[src/rtl/uart_rf_pkg.sv]
package uart_rf_pkg;

  typedef enum logic [2:0] {
    RA_DATA = 3'd0,
    RA_IEN  = 3'd1,
    RA_IDN  = 3'd2,
    RA_LSET = 3'd3,
    RA_MCTL = 3'd4,
    RA_LSTS = 3'd5,
    RA_MSTS = 3'd6,
    RA_SCR  = 3'd7
  } reg_addr_e;

  localparam logic [2:0] ID_LINE = 3'b110;
  localparam logic [2:0] ID_RXD  = 3'b100;
  localparam logic [2:0] ID_TXE  = 3'b010;
  localparam logic [2:0] ID_MDM  = 3'b000;
  localparam logic [2:0] ID_NONE = 3'b001;

  typedef struct packed {
    logic thr_wr;
    logic rbr_rd;
    logic dvl_wr;
    logic dvh_wr;
    logic ien_wr;
    logic idn_rd;
    logic lset_wr;
    logic mctl_wr;
    logic lsts_rd;
    logic msts_rd;
    logic scr_wr;
  } acc_s;

endpackage

[src/rtl/uart_rf_decode.sv]
module uart_rf_decode
  import uart_rf_pkg::*;
(
  input  logic       wr_en,
  input  logic       rd_en,
  input  logic [2:0] addr,
  input  logic       dlab,
  output acc_s       acc
);
  always_comb begin
    acc = '0;
    case (reg_addr_e'(addr))
      RA_DATA: begin
        acc.thr_wr = wr_en & ~dlab;
        acc.rbr_rd = rd_en & ~dlab;
        acc.dvl_wr = wr_en & dlab;
      end
      RA_IEN: begin
        acc.ien_wr = wr_en & ~dlab;
        acc.dvh_wr = wr_en & dlab;
      end
      RA_IDN:  acc.idn_rd  = rd_en;
      RA_LSET: acc.lset_wr = wr_en;
      RA_MCTL: acc.mctl_wr = wr_en;
      RA_LSTS: acc.lsts_rd = rd_en;
      RA_MSTS: acc.msts_rd = rd_en;
      RA_SCR:  acc.scr_wr  = wr_en;
      default: acc = '0;
    endcase
  end
endmodule

[src/rtl/uart_rf_line.sv]
module uart_rf_line #(
  parameter int DATA_W = 8
) (
  input  logic              clk,
  input  logic              rst,
  input  logic              thr_wr,
  input  logic              rbr_rd,
  input  logic              lsts_rd,
  input  logic [DATA_W-1:0] wdata,
  input  logic              rx_valid,
  input  logic [DATA_W-1:0] rx_data,
  input  logic [2:0]        rx_err,
  input  logic              tx_ready,
  input  logic              tx_idle,
  output logic              tx_valid,
  output logic [DATA_W-1:0] tx_data,
  output logic              tx_done,
  output logic [DATA_W-1:0] rbr,
  output logic [7:0]        lsts
);
  logic              thr_empty, temt, dr, oe, pe, fe, bi;
  logic              thr_empty_nx;
  logic [DATA_W-1:0] thr;

  assign tx_valid = ~thr_empty;
  assign tx_data  = thr;
  assign tx_done  = tx_valid & tx_ready;

  always_comb begin
    thr_empty_nx = thr_empty;
    if (thr_wr)       thr_empty_nx = 1'b0;
    else if (tx_done) thr_empty_nx = 1'b1;
  end

  // data bytes keep their contents across reset
  always_ff @(posedge clk) begin
    if (thr_wr)   thr <= wdata;
    if (rx_valid) rbr <= rx_data;
  end

  always_ff @(posedge clk) begin
    if (rst) begin
      thr_empty <= 1'b1;
      temt      <= 1'b1;
      dr        <= 1'b0;
      oe        <= 1'b0;
      pe        <= 1'b0;
      fe        <= 1'b0;
      bi        <= 1'b0;
    end else begin
      thr_empty <= thr_empty_nx;
      temt      <= thr_empty_nx & tx_idle;
      if (rx_valid)    dr <= 1'b1;
      else if (rbr_rd) dr <= 1'b0;
      oe <= (oe & ~lsts_rd) | (rx_valid & dr & ~rbr_rd);
      pe <= (pe & ~lsts_rd) | (rx_valid & rx_err[0]);
      fe <= (fe & ~lsts_rd) | (rx_valid & rx_err[1]);
      bi <= (bi & ~lsts_rd) | (rx_valid & rx_err[2]);
    end
  end

  assign lsts = {1'b0, temt, thr_empty, bi, fe, pe, oe, dr};

  assert_tx_hold_R5: assert property (@(posedge clk) disable iff (rst)
    (tx_valid && !tx_ready && !thr_wr) |=> (tx_valid && $stable(tx_data)));

  assert_dr_set_R6: assert property (@(posedge clk) disable iff (rst)
    rx_valid |=> lsts[0]);

  assert_err_clear_R7: assert property (@(posedge clk) disable iff (rst)
    (lsts_rd && !rx_valid) |=> (lsts[4:1] == 4'b0));
endmodule

[src/rtl/uart_rf_modem.sv]
module uart_rf_modem (
  input  logic       clk,
  input  logic       rst,
  input  logic       msts_rd,
  input  logic       cts,
  input  logic       dsr,
  input  logic       ri,
  input  logic       dcd,
  output logic [7:0] msts
);
  logic [3:0] lvl, prev, dlt, chg;

  assign lvl = {dcd, ri, dsr, cts};
  assign chg = {lvl[3] ^ prev[3], ~lvl[2] & prev[2], lvl[1] ^ prev[1], lvl[0] ^ prev[0]};

  always_ff @(posedge clk) begin
    if (rst) begin
      prev <= lvl;
      dlt  <= '0;
    end else begin
      prev <= lvl;
      dlt  <= (dlt & ~{4{msts_rd}}) | chg;
    end
  end

  assign msts = {lvl, dlt};

  assert_delta_clear_R8: assert property (@(posedge clk) disable iff (rst)
    (msts_rd && $stable(cts) && $stable(dsr) && $stable(ri) && $stable(dcd))
      |=> (msts[3:0] == 4'b0));
endmodule

[src/rtl/uart_rf_intc.sv]
module uart_rf_intc
  import uart_rf_pkg::*;
(
  input  logic       clk,
  input  logic       rst,
  input  logic       ien_wr,
  input  logic [3:0] ien_wdata,
  input  logic       idn_rd,
  input  logic       thr_wr,
  input  logic       tx_done,
  input  logic       thr_empty,
  input  logic       line_err,
  input  logic       data_rdy,
  input  logic       mdm_chg,
  output logic [3:0] ien,
  output logic [2:0] id_code,
  output logic       irq
);
  logic txe_pend, txe_set;

  assign txe_set = tx_done | (ien_wr & ien_wdata[1] & ~ien[1] & thr_empty);

  always_ff @(posedge clk) begin
    if (rst) begin
      ien      <= '0;
      txe_pend <= 1'b0;
    end else begin
      if (ien_wr) ien <= ien_wdata;
      if (thr_wr)                            txe_pend <= 1'b0;
      else if (txe_set)                      txe_pend <= 1'b1;
      else if (idn_rd && id_code == ID_TXE)  txe_pend <= 1'b0;
    end
  end

  always_comb begin
    if (ien[2] && line_err)      id_code = ID_LINE;
    else if (ien[0] && data_rdy) id_code = ID_RXD;
    else if (ien[1] && txe_pend) id_code = ID_TXE;
    else if (ien[3] && mdm_chg)  id_code = ID_MDM;
    else                         id_code = ID_NONE;
  end

  assign irq = ~id_code[0];

  assert_masked_quiet_R11: assert property (@(posedge clk) disable iff (rst)
    (ien == 4'b0) |-> !irq);

  assert_line_first_R9: assert property (@(posedge clk) disable iff (rst)
    (ien[2] && line_err) |-> (id_code == ID_LINE));
endmodule

[src/rtl/uart_regfile.sv]
module uart_regfile
  import uart_rf_pkg::*;
#(
  parameter int DATA_W = 8,
  localparam int DIV_W = 2 * DATA_W
) (
  input  logic              clk,
  input  logic              rst,
  input  logic              wr_en,
  input  logic              rd_en,
  input  logic [2:0]        addr,
  input  logic [DATA_W-1:0] wdata,
  output logic [DATA_W-1:0] rdata,
  output logic              tx_valid,
  input  logic              tx_ready,
  output logic [DATA_W-1:0] tx_data,
  input  logic              tx_idle,
  input  logic              rx_valid,
  input  logic [DATA_W-1:0] rx_data,
  input  logic [2:0]        rx_err,
  input  logic              cts,
  input  logic              dsr,
  input  logic              ri,
  input  logic              dcd,
  output logic [DATA_W-1:0] line_ctl,
  output logic [DIV_W-1:0]  divisor,
  output logic [4:0]        modem_ctl,
  output logic              irq
);
  acc_s              acc;
  logic [DATA_W-1:0] lset, scr, dvl, dvh, rbr;
  logic [4:0]        mctl;
  logic [7:0]        lsts, msts;
  logic [3:0]        ien;
  logic [2:0]        id_code;
  logic              tx_done;

  uart_rf_decode u_dec (
    .wr_en (wr_en), .rd_en (rd_en), .addr (addr), .dlab (lset[7]), .acc (acc)
  );

  always_ff @(posedge clk) begin
    if (rst) begin
      lset <= '0;
      mctl <= '0;
    end else begin
      if (acc.lset_wr) lset <= wdata;
      if (acc.mctl_wr) mctl <= wdata[4:0];
    end
  end

  // scratch and divisor are left untouched by reset
  always_ff @(posedge clk) begin
    if (acc.scr_wr) scr <= wdata;
    if (acc.dvl_wr) dvl <= wdata;
    if (acc.dvh_wr) dvh <= wdata;
  end

  uart_rf_line #(.DATA_W(DATA_W)) u_line (
    .clk (clk), .rst (rst),
    .thr_wr (acc.thr_wr), .rbr_rd (acc.rbr_rd), .lsts_rd (acc.lsts_rd),
    .wdata (wdata),
    .rx_valid (rx_valid), .rx_data (rx_data), .rx_err (rx_err),
    .tx_ready (tx_ready), .tx_idle (tx_idle),
    .tx_valid (tx_valid), .tx_data (tx_data), .tx_done (tx_done),
    .rbr (rbr), .lsts (lsts)
  );

  uart_rf_modem u_mdm (
    .clk (clk), .rst (rst), .msts_rd (acc.msts_rd),
    .cts (cts), .dsr (dsr), .ri (ri), .dcd (dcd), .msts (msts)
  );

  uart_rf_intc u_intc (
    .clk (clk), .rst (rst),
    .ien_wr (acc.ien_wr), .ien_wdata (wdata[3:0]), .idn_rd (acc.idn_rd),
    .thr_wr (acc.thr_wr), .tx_done (tx_done), .thr_empty (lsts[5]),
    .line_err (|lsts[4:1]), .data_rdy (lsts[0]), .mdm_chg (|msts[3:0]),
    .ien (ien), .id_code (id_code), .irq (irq)
  );

  always_comb begin
    rdata = '0;
    case (reg_addr_e'(addr))
      RA_DATA: rdata = lset[7] ? dvl : rbr;
      RA_IEN:  rdata = lset[7] ? dvh : {{(DATA_W-4){1'b0}}, ien};
      RA_IDN:  rdata = {{(DATA_W-3){1'b0}}, id_code};
      RA_LSET: rdata = lset;
      RA_MCTL: rdata = {{(DATA_W-5){1'b0}}, mctl};
      RA_LSTS: rdata = DATA_W'(lsts);
      RA_MSTS: rdata = DATA_W'(msts);
      RA_SCR:  rdata = scr;
      default: rdata = '0;
    endcase
  end

  assign line_ctl  = lset;
  assign divisor   = {dvh, dvl};
  assign modem_ctl = mctl;

  assert_div_hold_R2: assert property (@(posedge clk) disable iff (rst)
    !(wr_en && lset[7] && (addr == 3'd0 || addr == 3'd1)) |=> $stable(divisor));
endmodule

[config.mk]
export PLATFORM = sky130hd
export DESIGN_NAME = uart_regfile
export DESIGN_NICKNAME = d
export VERILOG_FILES = /design/src/rtl/uart_rf_pkg.sv /design/src/rtl/uart_rf_decode.sv /design/src/rtl/uart_rf_line.sv /design/src/rtl/uart_rf_modem.sv /design/src/rtl/uart_rf_intc.sv /design/src/rtl/uart_regfile.sv
export SDC_FILE = /design/constraint.sdc
export NUM_CORES = 1
export LEC_CHECK = 0
export BUFFER_PORTS_ARGS = -buffer_cell sky130_fd_sc_hd__buf_4
export CAP_MARGIN = 20
export CORE_MARGIN = 2
export CORE_UTILIZATION = 50
export CTS_BUF_LIST = sky130_fd_sc_hd__clkbuf_4 sky130_fd_sc_hd__clkbuf_8
export CTS_CLUSTER_DIAMETER = 40
export CTS_CLUSTER_SIZE = 12
export DETAILED_ROUTE_END_ITERATION = 8
export GPL_TIMING_DRIVEN = 0
export HOLD_SLACK_MARGIN = 0.12
export PLACE_DENSITY = 0.88
export SLEW_MARGIN = 0
export SYNTH_ARGS = -nofsm -noshare
export SYNTH_HDL_FRONTEND = slang
export SYNTH_SLANG_ARGS = --single-unit
export TNS_END_PERCENT = 10
[constraint.sdc]
create_clock -name clk -period 2.9 [get_ports clk]
set_input_delay 0.725 -clock clk [delete_from_list [all_inputs] [get_ports clk]]
set_output_delay 0.725 -clock clk [all_outputs]
set_load 0.02 [all_outputs]
==> results.json, run 1 <==
{
  "status": "completed",
  "synth_flop_cell": "edfxtp_1",
  "rsz0062_at_grt": "false",
  "dpl_cell_area_sq_mm": 0.00377,
  "worstMarginPinSlew_ns": 0.822,
  "grt_pass1_wl_microns": 13300,
  "path_clk_slew_ns": 0.07,
  "root_buffer": "clkbuf_8",
  "synth_top_family_by_area": "compound AO/OA/AOI/OAI gates",
  "worstSetupPathType": "primary input to output port",
  "die_y_microns": 82.7,
  "ys_seq_elements": 73,
  "synth_xor_area_share_pct": 0.848,
  "r2r-end": "dvh[4]$_DFFE_PP_",
  "skew_ns": 0.00975,
  "holdBufCountCts": 0,
  "reg2reg_from": "line_ctl[7]$_SDFFE_PP0P_",
  "fill_cells": 434,
  "arrival_ns": 2.12,
  "ys_seq_area_share_pct": 60.1,
  "num_rows": 28,
  "fmax_mhz": 352,
  "drt_iter0_drc": 217,
  "finalHoldViolCount": 0,
  "first_pass_iters": 5,
  "yosysWarningCount": 0,
  "dpl.hpwl_microns": 6070,
  "grt_remaining_overflow": 0,
  "clk_latency_ns": 0.36,
  "p_leak_nw": 1.57,
  "finalSetupTns_ns": 0,
  "hp-class": "register to register",
  "setup_viol": 0,
  "clockBufferDepth": 2,
  "wirelength_microns": 9060,
  "cellPowerDensity_mw_per_mm2": 564,
  "nets": 384,
  "dp_cells": 415,
  "min_period_over_period_pct": 97.9,
  "syn-num-nets": 297,
  "synth_compound_area_share_pct": 12.8,
  "antenna_found_initial": 0,
  "core_area_sq_mm": 0.00596,
  "min_period_ns": 2.84,
  "synth_cell_type_count": 48,
  "syn_avg_cell_area_sq_um": 11.7,
  "maxCapViolCount": 0,
  "hold_end": "line_ctl[0]$_SDFFE_PP0P_",
  "relSlewSlack_pct": 45.0,
  "numCtsBuffers": 9,
  "wire_per_inst_microns": 21.1,
  "cts_sinks": 73,
  "synthAdderAreaFrac_pct": 0,
  "cts_tree": "yes",
  "r2r_setup_slack_ns": 0.89,
  "vias": 2609,
  "whs_ns": 0.490,
  "io_pins": 80,
  "synth.area.mux_share_pct": 10.7,
  "portBuffers": 75,
  "ff2ff_path_depth": 4,
  "finalPower_mw": 2.27,
  "route.detailed.drc": 0,
  "crit_required_ns": 2.17,
  "ir_drop_mv": 0.460,
  "hold_depth": 2,
  "place_congestion": 0.991,
  "fin_cells": 430,
  "crit_path_end_kind": "output port",
  "hp-start": "line_ctl[0]$_SDFFE_PP0P_",
  "final_max_slew_viol_count": 0,
  "initial_utilization_pct": 52.0,
  "crit_fanout": 10,
  "grt_max_degree": 14,
  "final_common_cell": "buf_4",
  "vias_per_cell": 6.07,
  "antenna_cells": 0,
  "detail-route-antenna-nets": 0,
  "synth-simple-area-share_pct": 11.9,
  "htree_num_levels": 3,
  "synthCells": 264,
  "fin_area_sq_mm": 0.00403,
  "final_cell_mix": "78 x buf_4, 40 x edfxtp_1, 35 x nand2_1",
  "cp-start-kind": "primary input",
  "synthArstFlopShare_pct": 0,
  "multi_input_area_sq_mm": 0.00117,
  "synth_area_sq_mm": 0.00310,
  "syn2layout_area_growth_pct": 30.1,
  "seq_area_sq_mm": 0.00186,
  "die-area_sq_mm": 0.00684,
  "die_w_microns": 82.7,
  "drive_gt1_share_pct": 33.2,
  "grt_usage_pct": 27.7,
  "synth_edf_count": 40,
  "grt_pass1_vias": 2510
}
-- where the power goes --
group / internal, mW / switching (mW) / leakage (nW)
clock: 0.484 / 0.387 / 0.110
sequential: 1.12 / 0.0226 / 0.638
combinational: 0.107 / 0.149 / 0.826
-- Yosys cell counts (all sizes together), types with 3 or more instances --
| master | n | area [sq um] |
|---|---|---|
| a21oi | 18 | 90.1 |
| a221oi | 4 | 35.0 |
| a22oi | 10 | 75.1 |
| a31oi | 3 | 18.8 |
| buf | 11 | 67.6 |
| clkbuf | 6 | 22.5 |
| dfxtp | 33 | 661 |
| edfxtp | 40 | 1200 |
| inv | 6 | 22.5 |
| mux2 | 5 | 56.3 |
| mux2i | 23 | 230 |
| nand2 | 35 | 131 |
| nor2 | 25 | 93.8 |
| nor2b | 4 | 25.0 |
| o21ai | 5 | 25.0 |
| xor2 | 3 | 26.3 |
-- sequential cells by signal (all words and copies together) (netlist names), 5 cells and up --
signal	count
dvh	8
u_line.tx_data	8
scr	8
u_line.rbr	8
line_ctl	8
dvl	8
modem_ctl	5
-- final cells by class --
class	count	area share, %
well taps	75	2.33
repair buffers	76	14.2
plain buffers	17	2.48
clock buffers	9	3.07
inverters	6	0.559
clock inverters	6	2.27
multi-input cells	168	29.0
flip-flops and latches	73	46.2
-- per-stage QoR --
step	setup WS, ns	utilization (%)
after floorplan	0.203	-
after global placement	-0.348	63.1
after detailed placement	-0.00506	63.3
after CTS	-0.00950	66.9
after global routing	0.0113	67.7
final	0.0598	67.7
-- critical path, cell delays in order --
cell and delay [ns]:
buf_2 0.22, buf_6 0.20, buf_2 0.26, a311oi_1 0.14, a221oi_1 0.34, buf_4 0.22
-- logic make-up (layout without fill, tap and decap cells) --
group,Yosys count,after routing
xor gates and xnor gates,3,3
and+or+nand+nor,78,78
DFF,73,73
muxes,30,30
buffers and inverters,23,114
AOI/OAI and AO/OA,57,57
-- metal layers --
metal  part of all wire, %  vias to the layer above  track usage (%)
met2                    49                      180             45.1
met5                     0                        -                0
met4                   3.0                        0             11.5
met3                   9.4                       31             7.83
met1                    38                     1253             34.8
li1                      -                     1145                -
-- timing repair --
action	CTS	global route
resized for setup	1	13
endpoints found under the setup margin	2	4
endpoints found under the hold margin	0	0
buffers inserted	0	0
-- worst max-delay path by stage --
stage / cells after the start / endpoint / slack, ns / start
after floorplan: 4 / rdata[4] / 0.20 / addr[2]
after global placement: 3 / dvh[6]$_DFFE_PP_ / -0.35 / addr[1]
after detailed placement: 5 / rdata[5] / -0.005 / addr[2]
after CTS: 5 / rdata[5] / -0.009 / addr[2]
after global routing: 8 / rdata[6] / 0.01 / addr[2]
final: 6 / rdata[5] / 0.06 / addr[2]
Note: power is estimated with default switching activity, not from simulation.
==> run 2, diff against run 1 <==
- PLACE_DENSITY: 0.88 -> 0.87
- SYNTH_HIERARCHICAL: unset -> 1
==> results.json, run 2 <==
{
  "final_common_cell": "buf_4",
  "cp_slowest_cell": "or4_4",
  "holdBufCountCts": 0,
  "relSlewSlack_pct": 33.1,
  "die_y_microns": 85.4,
  "setup_ws_ns": -0.246,
  "worstMarginPinSlew_ns": 1.00,
  "hold_depth": 2,
  "wirelength_microns": 8630,
  "syn-num-nets": 312,
  "antenna_cells": 0,
  "rsz0062_at_grt": "true",
  "drive_gt1_share_pct": 37.3,
  "violations": "setup timing",
  "hp-start": "u_mdm/prev[2]$_DFF_P_",
  "dpl.hpwl_microns": 6290,
  "vias": 2585,
  "multi_input_area_sq_mm": 0.00126,
  "crit_fanout": 3,
  "detail-route-antenna-nets": 0,
  "nets": 401,
  "p_leak_nw": 1.65,
  "htree_num_levels": 3,
  "whs_ns": 0.454,
  "finalPower_mw": 2.22,
  "crit_required_ns": 2.17,
  "grt_pass1_wl_microns": 13600,
  "r2r-end": "dvh[6]$_DFFE_PP_",
  "place_congestion": 0.925,
  "io_pins": 80,
  "synth_area_sq_mm": 0.00331,
  "syn2layout_area_growth_pct": 27.8,
  "synthCells": 279,
  "cp_cell_sequence": "or4_4, a22o_1, or2b_1, a22o_1, a221oi_2, a21oi_2, buf_4",
  "cp-start-kind": "register",
  "met1_usage_pct": 32.8,
  "cellPowerDensity_mw_per_mm2": 525,
  "fin_area_sq_mm": 0.00423,
  "finalSetupTns_ns": -0.447,
  "synth_flop_cell": "edfxtp_1",
  "path_buf_inv": 1,
  "grt_remaining_overflow": 0,
  "finalHoldViolCount": 0,
  "fill_cells": 490,
  "clockBufferDepth": 2,
  "skew_ns": 0.00835,
  "numCtsBuffers": 9,
  "dpl_cell_area_sq_mm": 0.00400,
  "maxCapViolCount": 0,
  "grt_pass1_vias": 2527,
  "synth_edf_count": 40,
  "synthArstFlopShare_pct": 0,
  "min_period_over_period_pct": 108,
  "drt_iter0_drc": 237,
  "worst_path_largest_cell_delay_ns": 0.55,
  "crit_path_end_kind": "output port",
  "grt_use_met3_pct": 5.93,
  "ys_seq_elements": 73,
  "ys_seq_area_share_pct": 56.3,
  "setup_viol": 3,
  "cpMostUsedCell": "a22o_1",
  "ir_drop_mv": 0.410,
  "grt_max_degree": 22,
  "yosysMostFrequentCell": "edfxtp_1",
  "synth_cell_type_count": 56,
  "arrival_ns": 2.42,
  "grt_usage_pct": 24.8,
  "first_pass_iters": 5,
  "synth_top_area_share_pct": 36.3,
  "root_buffer": "clkbuf_8",
  "ys_top_cells_by_count": "40 x edfxtp_1, 34 x mux2i_1, 33 x dfxtp_1, 25 x nor2_1, 17 x buf_4",
  "vias_per_cell": 5.74,
  "yosysWarningCount": 6,
  "ff2ff_path_depth": 1,
  "core_area_sq_mm": 0.00639,
  "synthTopCellsByArea": "edfxtp_1 36%, dfxtp_1 20%, mux2i_1 10%",
  "cts_sinks": 73,
  "final_max_slew_viol_count": 0,
  "worstSetupPathType": "register to output port",
  "fmax_mhz": 318,
  "seq_area_sq_mm": 0.00187,
  "reg2reg_from": "line_ctl[7]$_SDFFE_PP0P_",
  "path_clk_slew_ns": 0.07,
  "route.detailed.drc": 0,
  "busiest_layer": "met2",
  "use_met2_pct": 38.4,
  "initial_utilization_pct": 51.8,
  "wire_per_inst_microns": 19.2,
  "die_w_microns": 85.4,
  "clk_latency_ns": 0.36,
  "r2r_setup_slack_ns": 1.27,
  "num_rows": 29,
  "min_period_ns": 3.15,
  "status": "finished, violations left",
  "hp-class": "register to register",
  "hold_end": "u_mdm/dlt[2]$_SDFF_PP0_",
  "antenna_found_initial": 0,
  "final_cell_mix": "94 x buf_4, 40 x edfxtp_1, 34 x mux2i_1",
  "die-area_sq_mm": 0.00729,
  "cts_tree": "yes",
  "portBuffers": 79,
  "yosys.area.top_type": "edfxtp_1",
  "syn_avg_cell_area_sq_um": 11.9,
  "critPathTopFamily": "simple AND/OR/NAND/NOR gates"
}
run 2: cell types whose count changed in the layout (fill, tap and decap cells not counted), sizes merged, moves of 4 or more:
cell / before / now
mux2i: 23 / 34
a22oi: 10 / 2
buf: 86 / 101
nand2b: 2 / 16
nand2: 35 / 11
clkbuf: 16 / 11
a22o: 0 / 4
inv: 7 / 11
run 2: logic make-up after synthesis:
family	count (synthesis)	synth area share, %
AO/OA/AOI/OAI	52	11.2
XOR/XNOR	3	0.794
AND/OR/NAND/NOR	81	14.3
other	1	0.113
buffers and inverters	33	6.43
flip-flops	73	56.3
multiplexers	36	11.0
run 2: layout make-up:
cell class	count	share of cell area [%]
clock buffer	9	2.93
inverter	8	0.829
timing repair buffer	82	14.6
clock inverter	7	1.81
tap	77	2.28
multi-input combinational	173	29.8
buffer	21	3.64
sequential	73	44.2
run 2: report_power, final:
group	switching [mW]	internal [mW]	total (mW)
sequential	0.0208	1.13	1.15
combinational	0.146	0.125	0.272
clock	0.398	0.404	0.803
run 2: how the worst max path moves through the flow:
stage	start	to	slack, ns	cells past startpoint
after floorplan	u_line/oe$_SDFF_PP0_	rdata[0]	0.06	7
after global placement	u_line/oe$_SDFF_PP0_	rdata[0]	0.01	8
after detailed placement	u_line/oe$_SDFF_PP0_	rdata[2]	0.02	8
after CTS	u_line/pe$_SDFF_PP0_	rdata[2]	-0.26	7
after global routing	u_line/oe$_SDFF_PP0_	rdata[2]	-0.30	7
final	u_line/oe$_SDFF_PP0_	rdata[2]	-0.25	7
run 2: layer usage:
metal / wire length, microns / vias to the layer above
met4: 269 / 0
li1: - / 1200
met3: 759 / 24
met2: 4060 / 125
met5: 0 / -
met1: 3540 / 1236
run 2: stage by stage:
stage	utilization, %	instances	setup WS, ns
6_report	66.2	450	-0.246
5_1_grt	66.2	450	-0.295
4_1_cts	66.0	451	-0.265
3_5_place_dp	62.6	435	0.0218
3_3_place_gp	62.6	435	0.0104
2_1_floorplan	-	279	0.0594
run 2: what timing repair did:
| item | CTS | global route |
|---|---|---|
| setup buffers | 3 | 0 |
| setup endpoints to repair | 3 | 3 |
| pin swaps | 7 | 5 |
| resized for setup | 6 | 5 |
